$ cat src/rtl/msg_ts_pkg.sv
package msg_ts_pkg;
    // Register word addresses
    localparam int A_CTRL   = 0;
    localparam int A_COUNT  = 1;
    localparam int A_PRESET = 2;
    localparam int A_CAP0   = 3;
    localparam int A_CAP1   = 4;
    localparam int A_CMP0   = 5;
    localparam int A_CMP1   = 6;
    localparam int A_FLAG   = 7;
    localparam int A_MASK   = 8;
    localparam int A_STATUS = 9;

    // Control bits
    localparam int B_CAP0_EN = 14;
    localparam int B_CAP_SEL = 13;
    localparam int B_CLR_EN  = 11;

    // Flag / mask bits, status bits
    localparam int B_FLAG1 = 15;
    localparam int B_FLAG0 = 14;
    localparam int B_ST1   = 2;
    localparam int B_ST0   = 1;

    localparam int NUM_CMP = 2;
endpackage

$ cat src/rtl/msg_ts_cmp.sv
module msg_ts_cmp #(
    parameter int CNT_W = 16
) (
    input  logic [CNT_W-1:0] cnt_i,
    input  logic [CNT_W-1:0] ref_i,
    input  logic             tick_i,
    output logic             hit_o
);
    // A zero compare value is treated as disabled
    assign hit_o = tick_i && (ref_i != '0) && (cnt_i == ref_i);
endmodule

$ cat src/rtl/msg_ts_trig.sv
module msg_ts_trig (
    input  logic sof_i,
    input  logic eof_i,
    input  logic sel_i,
    output logic trig_o
);
    assign trig_o = sel_i ? eof_i : sof_i;
endmodule

$ cat src/rtl/msg_ts_timer.sv
module msg_ts_timer
    import msg_ts_pkg::*;
#(
    parameter int CNT_W  = 16,
    parameter int ADDR_W = 4
) (
    input  logic              clk_i,
    input  logic              rst_ni,
    input  logic              tick_i,
    input  logic              evt_sof_i,
    input  logic              evt_eof_i,
    input  logic              wr_en_i,
    input  logic [ADDR_W-1:0] addr_i,
    input  logic [CNT_W-1:0]  wdata_i,
    output logic [CNT_W-1:0]  rdata_o,
    output logic              irq_o
);
    localparam logic [CNT_W-1:0] CTRL_KEEP =
        (CNT_W'(1) << B_CAP0_EN) | (CNT_W'(1) << B_CAP_SEL) | (CNT_W'(1) << B_CLR_EN);
    localparam logic [CNT_W-1:0] IRQ_KEEP =
        (CNT_W'(1) << B_FLAG1) | (CNT_W'(1) << B_FLAG0);

    typedef struct packed {
        logic [CNT_W-1:0]              ctrl;
        logic [CNT_W-1:0]              count;
        logic [CNT_W-1:0]              preset;
        logic [CNT_W-1:0]              cap0;
        logic [CNT_W-1:0]              cap1;
        logic [NUM_CMP-1:0][CNT_W-1:0] cmp;
        logic [CNT_W-1:0]              flag;
        logic [CNT_W-1:0]              mask;
        logic [CNT_W-1:0]              status;
    } ts_state_t;

    ts_state_t s_d, s_q;

    logic [NUM_CMP-1:0] hit;
    logic               trig;
    logic               preset_wr;
    logic [CNT_W-1:0]   flag_clr;

    // Comparators
    for (genvar g = 0; g < NUM_CMP; g++) begin : g_cmp
        msg_ts_cmp #(.CNT_W(CNT_W)) u_cmp (
            .cnt_i  (s_q.count),
            .ref_i  (s_q.cmp[g]),
            .tick_i (tick_i),
            .hit_o  (hit[g])
        );
    end

    msg_ts_trig u_trig (
        .sof_i  (evt_sof_i),
        .eof_i  (evt_eof_i),
        .sel_i  (s_q.ctrl[B_CAP_SEL]),
        .trig_o (trig)
    );

    assign preset_wr = wr_en_i && (addr_i == ADDR_W'(A_PRESET));
    assign flag_clr  = (wr_en_i && (addr_i == ADDR_W'(A_FLAG))) ? (wdata_i & IRQ_KEEP) : '0;

    always_comb begin
        s_d = s_q;

        // Bus writes
        if (wr_en_i) begin
            case (addr_i)
                ADDR_W'(A_CTRL):   s_d.ctrl   = wdata_i & CTRL_KEEP;
                ADDR_W'(A_PRESET): s_d.preset = wdata_i;
                ADDR_W'(A_CAP0):   s_d.cap0   = wdata_i;
                ADDR_W'(A_CAP1):   s_d.cap1   = wdata_i;
                ADDR_W'(A_CMP0):   s_d.cmp[0] = wdata_i;
                ADDR_W'(A_CMP1):   s_d.cmp[1] = wdata_i;
                ADDR_W'(A_MASK):   s_d.mask   = wdata_i & IRQ_KEEP;
                default: ;
            endcase
        end

        // Frame-event capture overrides a bus write in the same cycle
        if (trig && s_q.ctrl[B_CAP0_EN]) s_d.cap0 = s_q.count;
        if (trig)                        s_d.cap1 = s_q.count;

        // Counter: preset > clear-on-match > increment
        if (tick_i)                           s_d.count = s_q.count + 1'b1;
        if (hit[0] && s_q.ctrl[B_CLR_EN])     s_d.count = '0;
        if (preset_wr)                        s_d.count = wdata_i;

        // Flags and status: a match beats a same-cycle clear
        s_d.flag[B_FLAG1]   = hit[1] | (s_q.flag[B_FLAG1] & ~flag_clr[B_FLAG1]);
        s_d.flag[B_FLAG0]   = hit[0] | (s_q.flag[B_FLAG0] & ~flag_clr[B_FLAG0]);
        s_d.status[B_ST1]   = hit[1] | (s_q.status[B_ST1] & ~flag_clr[B_FLAG1]);
        s_d.status[B_ST0]   = hit[0] | (s_q.status[B_ST0] & ~flag_clr[B_FLAG0]);
    end

    always_ff @(posedge clk_i or negedge rst_ni) begin
        if (!rst_ni) s_q <= '0;
        else         s_q <= s_d;
    end

    always_comb begin
        case (addr_i)
            ADDR_W'(A_CTRL):   rdata_o = s_q.ctrl;
            ADDR_W'(A_COUNT):  rdata_o = s_q.count;
            ADDR_W'(A_PRESET): rdata_o = s_q.preset;
            ADDR_W'(A_CAP0):   rdata_o = s_q.cap0;
            ADDR_W'(A_CAP1):   rdata_o = s_q.cap1;
            ADDR_W'(A_CMP0):   rdata_o = s_q.cmp[0];
            ADDR_W'(A_CMP1):   rdata_o = s_q.cmp[1];
            ADDR_W'(A_FLAG):   rdata_o = s_q.flag;
            ADDR_W'(A_MASK):   rdata_o = s_q.mask;
            ADDR_W'(A_STATUS): rdata_o = s_q.status;
            default:           rdata_o = '0;
        endcase
    end

    assign irq_o = |(s_q.flag & ~s_q.mask & IRQ_KEEP);

    // Names visible to the bound checker
    logic [CNT_W-1:0] count_q, cap0_q, cap1_q, cmp0_q;
    logic             cap0_en_q, cap_sel_q, clr_en_q;
    logic             flag1_q, flag0_q, st1_q, st0_q, mask1_q, mask0_q;
    assign count_q   = s_q.count;
    assign cap0_q    = s_q.cap0;
    assign cap1_q    = s_q.cap1;
    assign cmp0_q    = s_q.cmp[0];
    assign cap0_en_q = s_q.ctrl[B_CAP0_EN];
    assign cap_sel_q = s_q.ctrl[B_CAP_SEL];
    assign clr_en_q  = s_q.ctrl[B_CLR_EN];
    assign flag1_q   = s_q.flag[B_FLAG1];
    assign flag0_q   = s_q.flag[B_FLAG0];
    assign st1_q     = s_q.status[B_ST1];
    assign st0_q     = s_q.status[B_ST0];
    assign mask1_q   = s_q.mask[B_FLAG1];
    assign mask0_q   = s_q.mask[B_FLAG0];
endmodule

$ cat config.mk
export PLATFORM = sky130hd
export DESIGN_NAME = msg_ts_timer
export DESIGN_NICKNAME = d
export VERILOG_FILES = /design/src/rtl/msg_ts_pkg.sv /design/src/rtl/msg_ts_cmp.sv /design/src/rtl/msg_ts_trig.sv /design/src/rtl/msg_ts_timer.sv
export SDC_FILE = /design/constraint.sdc
export NUM_CORES = 1
export LEC_CHECK = 0
export ABC_AREA = 1
export BUFFER_PORTS_ARGS = -buffer_cell sky130_fd_sc_hd__buf_4
export CAP_MARGIN = 20
export CORE_MARGIN = 5
export CORE_UTILIZATION = 55
export CTS_BUF_LIST = sky130_fd_sc_hd__clkbuf_8
export CTS_CLUSTER_SIZE = 14
export DETAILED_ROUTE_END_ITERATION = 16
export GPL_TIMING_DRIVEN = 0
export PLACE_DENSITY = 0.71
export SYNTH_ARGS = -nofsm -noshare
export SYNTH_HDL_FRONTEND = slang
export SYNTH_HIERARCHICAL = 1
export SYNTH_SLANG_ARGS = --single-unit
$ cat constraint.sdc
create_clock -name clk_i -period 2.04 [get_ports clk_i]
set_input_delay 0.102 -clock clk_i [delete_from_list [all_inputs] [get_ports clk_i]]
set_output_delay 0.102 -clock clk_i [all_outputs]
set_load 0.03 [all_outputs]
# After elaboration in Yosys (flattened, before gate mapping)
# Cells that the tools add are included.
[word_totals] ff_bits=105 in_bits=26
[classes] add_sub_neg=1 eq_ne=11 mux=13 n_bitwise=12 reduce_logical=24
[ops] operator="2-to-1 mux 16 bit" n=10
[ops] operator="case mux 16 bit (10 select lines)" n=1
[ops] operator="2-to-1 mux 64 bit" n=1
[ops] operator="equality test 16 bit" n=2
[ops] operator="nonzero test 16 bit" n=2
[ops] operator="adder 16 x 1 -> 16 bit (second input constant)" n=1
[ops] operator="bitwise AND 16 bit" n=1
[ops] operator="equality test 4 x 3 -> 1 bit (second input constant)" n=4
[ops] operator="NOT 16 bit" n=1
[ops] operator="AND reduction 2 bit" n=7
[ops] operator="equality test 4 x 2 -> 1 bit (second input constant)" n=2
[ops] operator="equality test 4 bit (second input constant)" n=2
[ops] operator="logical AND 1 bit" n=8
[ops] operator="nonzero test 2 bit" n=4
[ops] operator="bitwise AND 1 bit" n=4
[ops] operator="equality test 4 x 1 -> 1 bit (second input constant)" n=1
[ops] operator="logical NOT 4 bit" n=1
[ops] operator="bitwise OR 1 bit" n=4
[ops] operator="nonzero test 3 bit" n=1
[ops] operator="NOT 1 bit" n=2
[ops] operator="OR reduction 2 bit" n=1
[ops] operator="2-to-1 mux 1 bit" n=1

# Longest topological paths before layout
# Gate-level depths: netlist of run 1.
[logic_depth] word_depth=6 mapped_depth=15

# Modules after synthesis
# Netlist of run 1, hierarchy kept.
[by_module_without_submodules] mod="msg_ts_timer" instances=1 cells_per_inst=730 area_each_um2=5439.0 seq_area_each_um2=2627.5
[by_module_without_submodules] mod="msg_ts_cmp" instances=2 cells_per_inst=92 area_each_um2=365.4 seq_area_each_um2=0.0
[by_module_without_submodules] mod="msg_ts_trig" instances=1 cells_per_inst=4 area_each_um2=15.0 seq_area_each_um2=0.0

# Worst setup path before layout of run 1
# No wires, ideal clock.
[synth_path] kind="reg-to-reg" start="reg s_q, in the netlist count_q[12]" end="reg s_q, in the netlist count_q[2]" setup_ns=0.118 arrival_ns=1.530 setup_slack_ns=0.392 stages_incl_launch_ff=15 n_path_buf=1 period_less_slack_ns=1.648 path_cell_list="dfrtp_1 > inv_1 > nand2_1 > nand2_1 > nor2_1 > nand2_1 > nor2_1 > nand2_1 > nor2_2 > nand2_1 > nand3_1 > buf_2 > nand2_1 > a21oi_1 > nor2_1"
[synth_between] elab_chain_len=5 word_cells_on_any_way=6
[synth_rtl] element="start: declaration" line_no="msg_ts_timer.sv:35" rtl="ts_state_t s_d, s_q;"
[synth_rtl] element="start signal: assignment" line_no="msg_ts_timer.sv:96" rtl="if (!rst_ni) s_q <= '0;"
[synth_rtl] element="start signal: assignment" line_no="msg_ts_timer.sv:97" rtl="else s_q <= s_d;"
[synth_rtl] element="equality test 16 bit (*)" line_no="msg_ts_cmp.sv:10" rtl="assign hit_o = tick_i && (ref_i != '0) && (cnt_i == ref_i);"
[synth_rtl] element="logical AND 1 bit (*)" line_no="msg_ts_cmp.sv:10"
[synth_rtl] element="named net hit[0]" line_no="msg_ts_timer.sv:37" rtl="logic [NUM_CMP-1:0] hit;"
[synth_rtl] element="logical AND 1 bit (*)" line_no="msg_ts_timer.sv:85" rtl="if (hit[0] && s_q.ctrl[B_CLR_EN]) s_d.count = '0;"
[synth_rtl] element="2-to-1 mux 16 bit" line_no="msg_ts_timer.sv:85"
[synth_rtl] element="2-to-1 mux 16 bit" line_no="msg_ts_timer.sv:86" rtl="if (preset_wr) s_d.count = wdata_i;"
# Mark *: on every way through the listed nets, which the timed path passes. The rest lies on a longest branch.
# A chain may end at the register's enable or synchronous reset.

# Worst setup path in the final report of run 1
[layout_path] start="reg s_q, in the netlist count_q[7]" end="reg s_q, in the netlist count_q[3]"
# Same word-level chain as after synthesis.

==> load_flow_metrics.sql, run 1 <==
INSERT INTO impl_metrics (metric_group, metric, value, unit) VALUES
('synth', 'postSynthRegisterBits', '105', ''),
('synth', 'synth_seq_area_share', '0.425', ''),
('clock_tree', 'cts_tree', 'done', ''),
('power_and_ir_drop', 'total_leakage_power', '0.00381', 'µW'),
('global_route', 'pin_count_of_the_biggest_net_entering_global_routing', '56', ''),
('sta', 'timing.slew.headroom', '0.535', ''),
('drt', 'drt_pre_antenna_iters', '7', ''),
('placement', 'place_congestion', '0.968', ''),
('clock_tree', 'numCtsBuffers', '9', ''),
('setup_path', 'worst_ep_arrival_time', '2.27', 'ns'),
('min_path', 'worstHoldEndpoint', 'clr_en_q', ''),
('floorplan', 'boundary_pins', '43', ''),
('synth', 'synth.net_count', '945', ''),
('drt', 'route.antenna.remaining_nets', '0', ''),
('placement', 'port-buffer-count', '41', ''),
('setup_path', 'critical_path.reg2reg.startpoint', 'count_q[7]', ''),
('synth', 'yosysWarnings', '6', ''),
('synth', 'netlist_cell_types', '31', ''),
('drt', 'routed_wl', '21800', 'µm'),
('layout', 'final_area', '7180', 'µm²'),
('floorplan', 'placeableCoreArea', '10900', 'µm²'),
('synth', 'synth-edff-count', '0', ''),
('global_route', 'antenna_found_initial', '0', ''),
('synth', 'synth_top_family_by_area', 'simple AND/OR/NAND/NOR gates', ''),
('clock_tree', 'htree_levels', '3', ''),
('synth', 'post_synth_xor_area_fraction', '0.00283', ''),
('floorplan', 'initial_utilization', '0.566', ''),
('layout', 'most-common-layout-cells', '306 x nand2_1, 132 x inv_1, 94 x o21ai_0', ''),
('power_and_ir_drop', 'power_density_normalized_to_cell_area', '1000', 'nW/µm²'),
('global_route', 'grt_pass1_wl', '33400', 'µm'),
('power_and_ir_drop', 'vdd_ir_drop_max', '0.000713', 'V'),
('placement', 'dp_hpwl', '16300', 'µm'),
('flow_run', 'cap_violations', '0', ''),
('sta', 'clock-skew-final', '0.0107', 'ns'),
('layout', 'number_of_inserted_diodes', '0', ''),
('sta', 'setup-violations-final', '0', ''),
('drt', 'route.detailed.wl_per_inst', '19.0', 'µm'),
('clock_tree', 'cts.root.buffer_cell', 'clkbuf_8', ''),
('sta', 'finalWorstSetupSlack', '0.0605', 'ns'),
('placement', 'dp_slack', '-0.240', 'ns'),
('clock_tree', 'clkLatencyLatePin', '0.39', 'ns'),
('synth', 'post_synth_arst_share', '1.00', ''),
('synth', 'mapped_cells', '918', ''),
('synth', 'synthSimpleGateAreaFrac', '0.305', ''),
('synth', 'avgSynthCellArea', '6.74', 'µm²'),
('sta', 'maxClockFrequency', '0.505', 'GHz'),
('sta', 'timing.final.crit_share', '0.970', ''),
('sta', 'slew_viol_final', '0', ''),
('floorplan', 'dieWidth', '116', 'µm'),
('synth', 'post_synth_fa_ha_maj_area_fraction', '0.00202', ''),
('sta', 'finalHoldViolCount', '0', ''),
('setup_path', 'worstSetupPathType', 'reg2reg', ''),
('setup_path', 'worstPathMaxFanout', '9', ''),
('drt', 'drc', '0', ''),
('floorplan', 'die-area', '13500', 'µm²'),
('layout', 'areaGrowthSynthToFinish', '16.1', '%'),
('layout', 'layout.nets', '1028', ''),
('status', 'status', 'complete, no violations', ''),
('synth', 'synth.mux.area_fraction', '0', ''),
('placement', 'postPlaceCellArea', '6700', 'µm²'),
('global_route', 'grt_remaining_overflow', '0', ''),
('min_path', 'worstHoldPathCells', '3', ''),
('sta', 'rsz0062_at_grt', 'false', ''),
('setup_path', 'endpoint_kind', 'register', ''),
('synth', 'synth_ff_type', 'dfrtp_1', ''),
('synth', 'synthesis.area', '6180', 'µm²'),
('drt', 'drt_iter0_markers', '900', ''),
('clock_tree', 'cts_max_path_buffers', '2', ''),
('min_path', 'hp-class', 'in2reg', ''),
('clock_tree', 'worst_setup_hold_path_clk_slew', '0.10', 'ns'),
('global_route', 'via_count_of_the_first_global_routing_pass', '6205', '');
## per-stage QoR
step | hold WS (ns) | total power, µW | std cells | utilization
after floorplan | -0.194 | 4820 | 918 | -
after global placement | 0.345 | 5630 | 1099 | 0.610
after detailed placement | 0.185 | 5730 | 1100 | 0.612
after CTS | 0.0358 | 7070 | 1140 | 0.649
after global routing | 0.0440 | 7680 | 1146 | 0.657
final | 0.0438 | 7200 | 1146 | 0.657
## layout make-up
cell class | instances | area (µm²)
multi-input combinational | 649 | 2930
clock buffer | 9 | 124
sequential | 105 | 2640
fill | 1042 | 3750
clock inverter | 7 | 41.3
inverter | 135 | 508
tap | 140 | 175
timing repair buffer | 72 | 596
buffer | 29 | 170
## what timing repair did
item | in CTS | in global routing
cloned | 0 | 1
pin swaps | 0 | 2
gates resized for setup | 16 | 10
hold endpoints to repair | 64 | 0
endpoints found under the setup margin | 16 | 16
hold buffers | 14 | 0
setup buffers | 10 | 5
## critical path, cell delays in order, from the launching register on
cell and delay [ns]:
dfrtp_2 0.49, inv_1 0.08, nand2_1 0.05, nand2_1 0.05, nand3_1 0.09, a21oi_1 0.18
nand2_1 0.12, nor2_4 0.18, nand2_4 0.10, nand2_4 0.13, inv_2 0.12, o21ai_0 0.09
nand3_1 0.08, nand2_1 0.06, inv_1 0.04
## kinds of logic after synthesis
family / after synthesis
adder cells (fa/ha/maj): 1
buffers and inverters: 164
XOR/XNOR: 2
flip-flops: 105
AO/OA/AOI/OAI: 181
AND/OR/NAND/NOR: 465
## layer usage
layer | vias up | global-route usage | part of all wire
met5 | - | 0 | 0
li1 | 3086 | - | -
met1 | 3046 | 0.438 | 0.40
met3 | 51 | 0.0966 | 0.11
met2 | 341 | 0.527 | 0.46
met4 | 0 | 0.115 | 0.031
## cell usage after synthesis (2+ instances only)
cell type | number | area share
clkbuf_1 | 6 | 0.0036
nand2_2 | 5 | 0.0051
o21ai_1 | 3 | 0.0024
inv_2 | 4 | 0.0024
xor2_1 | 2 | 0.0028
nor2_2 | 5 | 0.0051
a21oi_1 | 45 | 0.036
buf_4 | 4 | 0.0049
o211ai_1 | 8 | 0.0097
buf_2 | 17 | 0.014
nand4_1 | 13 | 0.013
o22ai_1 | 20 | 0.020
o21ai_0 | 94 | 0.076
nor3_1 | 4 | 0.0032
nand2_1 | 307 | 0.19
nand3_1 | 40 | 0.032
dfrtp_1 | 105 | 0.42
o221ai_1 | 3 | 0.0042
inv_1 | 129 | 0.078
a31oi_1 | 5 | 0.0051
nor2_1 | 88 | 0.053
nor2_4 | 2 | 0.0036
## state kept, by name, indices dropped and copies added (netlist names)
name / flops
s_q: 34
cap0_q: 16
cap1_q: 16
cmp0_q: 16
count_q: 16
cap0_en_q: 1
cap_sel_q: 1
clr_en_q: 1
flag0_q: 1
flag1_q: 1
mask0_q: 1
mask1_q: 1
## where the power goes
| part | internal [µW] | switching (µW) |
|---|---|---|
| Combinational | 972 | 1660 |
| Sequential | 2690 | 701 |
| Clock | 434 | 745 |
| Total | 4100 | 3100 |
## worst max path at each step
stage          depth (start not counted)  slack, ns         end
2_1_floorplan                         14       0.39  count_q[2]
3_3_place_gp                          12      -0.21  count_q[2]
3_5_place_dp                          12      -0.24  count_q[2]
4_1_cts                               13      0.002  count_q[2]
5_1_grt                               15     0.0002  count_q[3]
6_report                              14       0.06  count_q[3]
Power figures use the tool's default switching activity.
==> inputs of run 2 (changes only) <==
--- a/config.mk
+++ b/config.mk
@@ -8,6 +8,7 @@
 export ABC_AREA = 1
 export BUFFER_PORTS_ARGS = -buffer_cell sky130_fd_sc_hd__buf_4
 export CAP_MARGIN = 20
+export CORE_ASPECT_RATIO = 0.6
 export CORE_MARGIN = 5
 export CORE_UTILIZATION = 55
 export CTS_BUF_LIST = sky130_fd_sc_hd__clkbuf_8
==> run 2 against run 1 <==
Net effect: via count is 3.6% higher; wire length is 6.1% higher; hold slack improved by 0.011 ns; sequential cell count unchanged; worst setup slack got worse by 0.0031 ns; sequential power up 2%; largest power group unchanged.
==> load_flow_metrics.sql, run 2 (synthesis gave the netlist of run 1 again) <==
INSERT INTO impl_metrics (metric_group, metric, value, unit) VALUES
('status', 'status', 'complete, no violations', ''),
('sta', 'worst_slew_pin_slew', '0.746', 'ns'),
('sta', 'slew_viol_final', '0', ''),
('drt', 'route.detailed.wl_per_inst', '20.0', 'µm'),
('clock_tree', 'cts_max_path_buffers', '2', ''),
('setup_path', 'endpoint_kind', 'register', ''),
('layout', 'regMostFlops', 's_q', ''),
('drt', 'route.antenna.remaining_nets', '0', ''),
('min_path', 'min_from', 'wdata_i[4]', ''),
('layout', 'mostFrequentLayoutCell', 'nand2_1', ''),
('global_route', 'pin_count_of_the_biggest_net_entering_global_routing', '55', ''),
('drt', 'routed_wl', '23100', 'µm'),
('global_route', 'via_count_of_the_first_global_routing_pass', '6322', ''),
('placement', 'dp_slack', '-0.274', 'ns'),
('power_and_ir_drop', 'total_leakage_power', '0.00384', 'µW'),
('placement', 'dp_hpwl', '16900', 'µm'),
('layout', 'areaGrowthSynthToFinish', '17.3', '%'),
('floorplan', 'initial_utilization', '0.555', ''),
('drt', 'drt_pre_antenna_iters', '8', ''),
('setup_path', 'cp_cell_sequence', 'nand2_1, nand2_1, nor2_1, nand2_1, nor2_1, nand2_1, nor2_4, nand2_4, nand3_4, buf_2, nand3_1, nand2_1, inv_1', ''),
('sta', 'setup-tns-final', '0', 'ns'),
('min_path', 'hp-class', 'in2reg', ''),
('floorplan', 'die-height', '92.1', 'µm'),
('layout', 'post-route-util', '0.651', ''),
('clock_tree', 'cts_tree', 'done', ''),
('layout', 'layout.nets', '1031', ''),
('global_route', 'grt_remaining_overflow', '0', ''),
('sta', 'clock-skew-final', '0.0107', 'ns'),
('min_path', 'worstHoldEndpoint', 'cap0_q[4]', ''),
('layout', 'stdcell_count', '1152', ''),
('floorplan', 'floorplan.rows', '30', ''),
('layout', 'number_of_flip_flops_in_the_largest_register', '34', ''),
('setup_path', 'worst_r2r_endpoint', 'count_q[3]', ''),
('setup_path', 'cp-startpoint', 'count_q[14]', ''),
('clock_tree', 'numCtsBuffers', '9', ''),
('setup_path', 'timing.reg2reg.setup_slack', '0.06', 'ns'),
('setup_path', 'critical_path.reg2reg.startpoint', 'count_q[14]', ''),
('floorplan', 'dieWidth', '147', 'µm'),
('clock_tree', 'cts.root.buffer_cell', 'clkbuf_8', ''),
('sta', 'timing.slew.headroom', '0.503', ''),
('flow_run', 'cap_violations', '0', ''),
('drt', 'dr_total_vias', '6757', ''),
('placement', 'port-buffer-count', '41', ''),
('clock_tree', 'clock_sinks', '105', ''),
('setup_path', 'worst_setup_path_start_kind', 'register', ''),
('placement', 'place_congestion', '0.963', ''),
('layout', 'number_of_inserted_diodes', '0', ''),
('setup_path', 'worstPathMaxFanout', '5', ''),
('setup_path', 'crit_slowest_cell', 'dfrtp_2', ''),
('setup_path', 'critPathMaxStageDelay', '0.48', 'ns'),
('drt', 'drt_iter0_markers', '1071', ''),
('clock_tree', 'worst_setup_hold_path_clk_slew', '0.10', 'ns'),
('clock_tree', 'htree_levels', '3', ''),
('drt', 'via_per_inst', '5.87', ''),
('placement', 'place_inst', '1104', ''),
('setup_path', 'timing.critical_path.mode_cell', 'nand2_1', ''),
('power_and_ir_drop', 'vdd_ir_drop_max', '0.000712', 'V'),
('global_route', 'track_usage', '0.345', ''),
('power_and_ir_drop', 'total_power', '7520', 'µW'),
('clock_tree', 'clkLatencyLatePin', '0.38', 'ns'),
('setup_path', 'worstSetupPathType', 'reg2reg', ''),
('layout', 'layout-drive-gt1-share', '0.140', ''),
('global_route', 'antenna_found_initial', '0', ''),
('setup_path', 'cp_data_required_time', '2.32', 'ns'),
('sta', 'maxClockFrequency', '0.504', 'GHz'),
('sta', 'finalHoldViolCount', '0', ''),
('power_and_ir_drop', 'power_density_normalized_to_cell_area', '1040', 'nW/µm²'),
('sta', 'finalCriticalPeriod', '1.98', 'ns'),
('layout', 'number_of_fill_cells_in_the_layout', '1015', ''),
('sta', 'timing.final.crit_share', '0.972', ''),
('drt', 'drc', '0', ''),
('setup_path', 'register_to_register_path_depth', '13', ''),
('min_path', 'worstHoldPathCells', '3', ''),
('floorplan', 'die-area', '13500', 'µm²'),
('sta', 'finalWorstSetupSlack', '0.0573', 'ns'),
('global_route', 'grt_pass1_wl', '35500', 'µm'),
('floorplan', 'boundary_pins', '43', ''),
('floorplan', 'placeableCoreArea', '11100', 'µm²'),
('setup_path', 'worst_ep_arrival_time', '2.27', 'ns'),
('layout', 'most-common-layout-cells', '306 x nand2_1, 128 x inv_1, 93 x o21ai_0', ''),
('sta', 'setup-violations-final', '0', '');
run 2: changes by cell type in the layout (fill, tap and decap cells not counted), moves of 2 or more:
cell and change:
buf_2 +2, dfrtp_1 -3, dfrtp_2 +3, inv_1 -4
run 2: per-layer routing:
layer	track usage	wire length (µm)	vias up
met1	0.500	9590	3111
met3	0.149	3820	50
li1	-	-	3089
met4	0.0876	415	0
met2	0.469	9240	507
met5	0	0	-
run 2: report_power, final:
| part | internal [µW] | switching (µW) | total, µW |
|---|---|---|---|
| clock | 596 | 751 | 1350 |
| sequential | 2690 | 763 | 3450 |
| combinational | 983 | 1740 | 2720 |
run 2: through the flow:
| stage | instance area, µm² | hold WS (ns) |
|---|---|---|
| 2_1_floorplan | 6180 | -0.194 |
| 3_3_place_gp | 6670 | 0.344 |
| 3_5_place_dp | 6700 | 0.207 |
| 4_1_cts | 7120 | 0.0462 |
| 5_1_grt | 7260 | 0.0884 |
| 6_report | 7260 | 0.0546 |
run 2: final cells by class:
class	count	area, µm²	area share
buffer	29	175	0.0241
tap	144	180	0.0248
timing repair buffer	75	613	0.0845
inverter	135	510	0.0703
clock buffer	10	138	0.0190
sequential	105	2650	0.365
multi-input combinational	649	2940	0.405
clock inverter	5	56.3	0.00776
run 2: how the worst max path moves through the flow:
stage | cells after the start | endpoint | slack [ns]
finish | 13 | count_q[3] | 0.06
global route | 15 | count_q[6] | -0.01
CTS | 12 | count_q[2] | 0.002
detailed placement | 13 | count_q[3] | -0.27
global placement | 12 | count_q[2] | -0.24
floorplan | 14 | count_q[2] | 0.39
run 2: worst max-delay path: cells and delay by family, from the launching register on:
family,cells,cell delay (ns)
buf+inv,2,0.22
flops,1,0.48
simple gates,11,1.17
run 2: repair_timing:
item | in CTS | in global routing
buffers inserted | 7 | 11
endpoints found under the setup margin | 16 | 18
endpoints found under the hold margin | 66 | 0
hold buffers | 14 | 0
gates resized for setup | 17 | 21
gates cloned | 0 | 1
pin swaps | 0 | 4
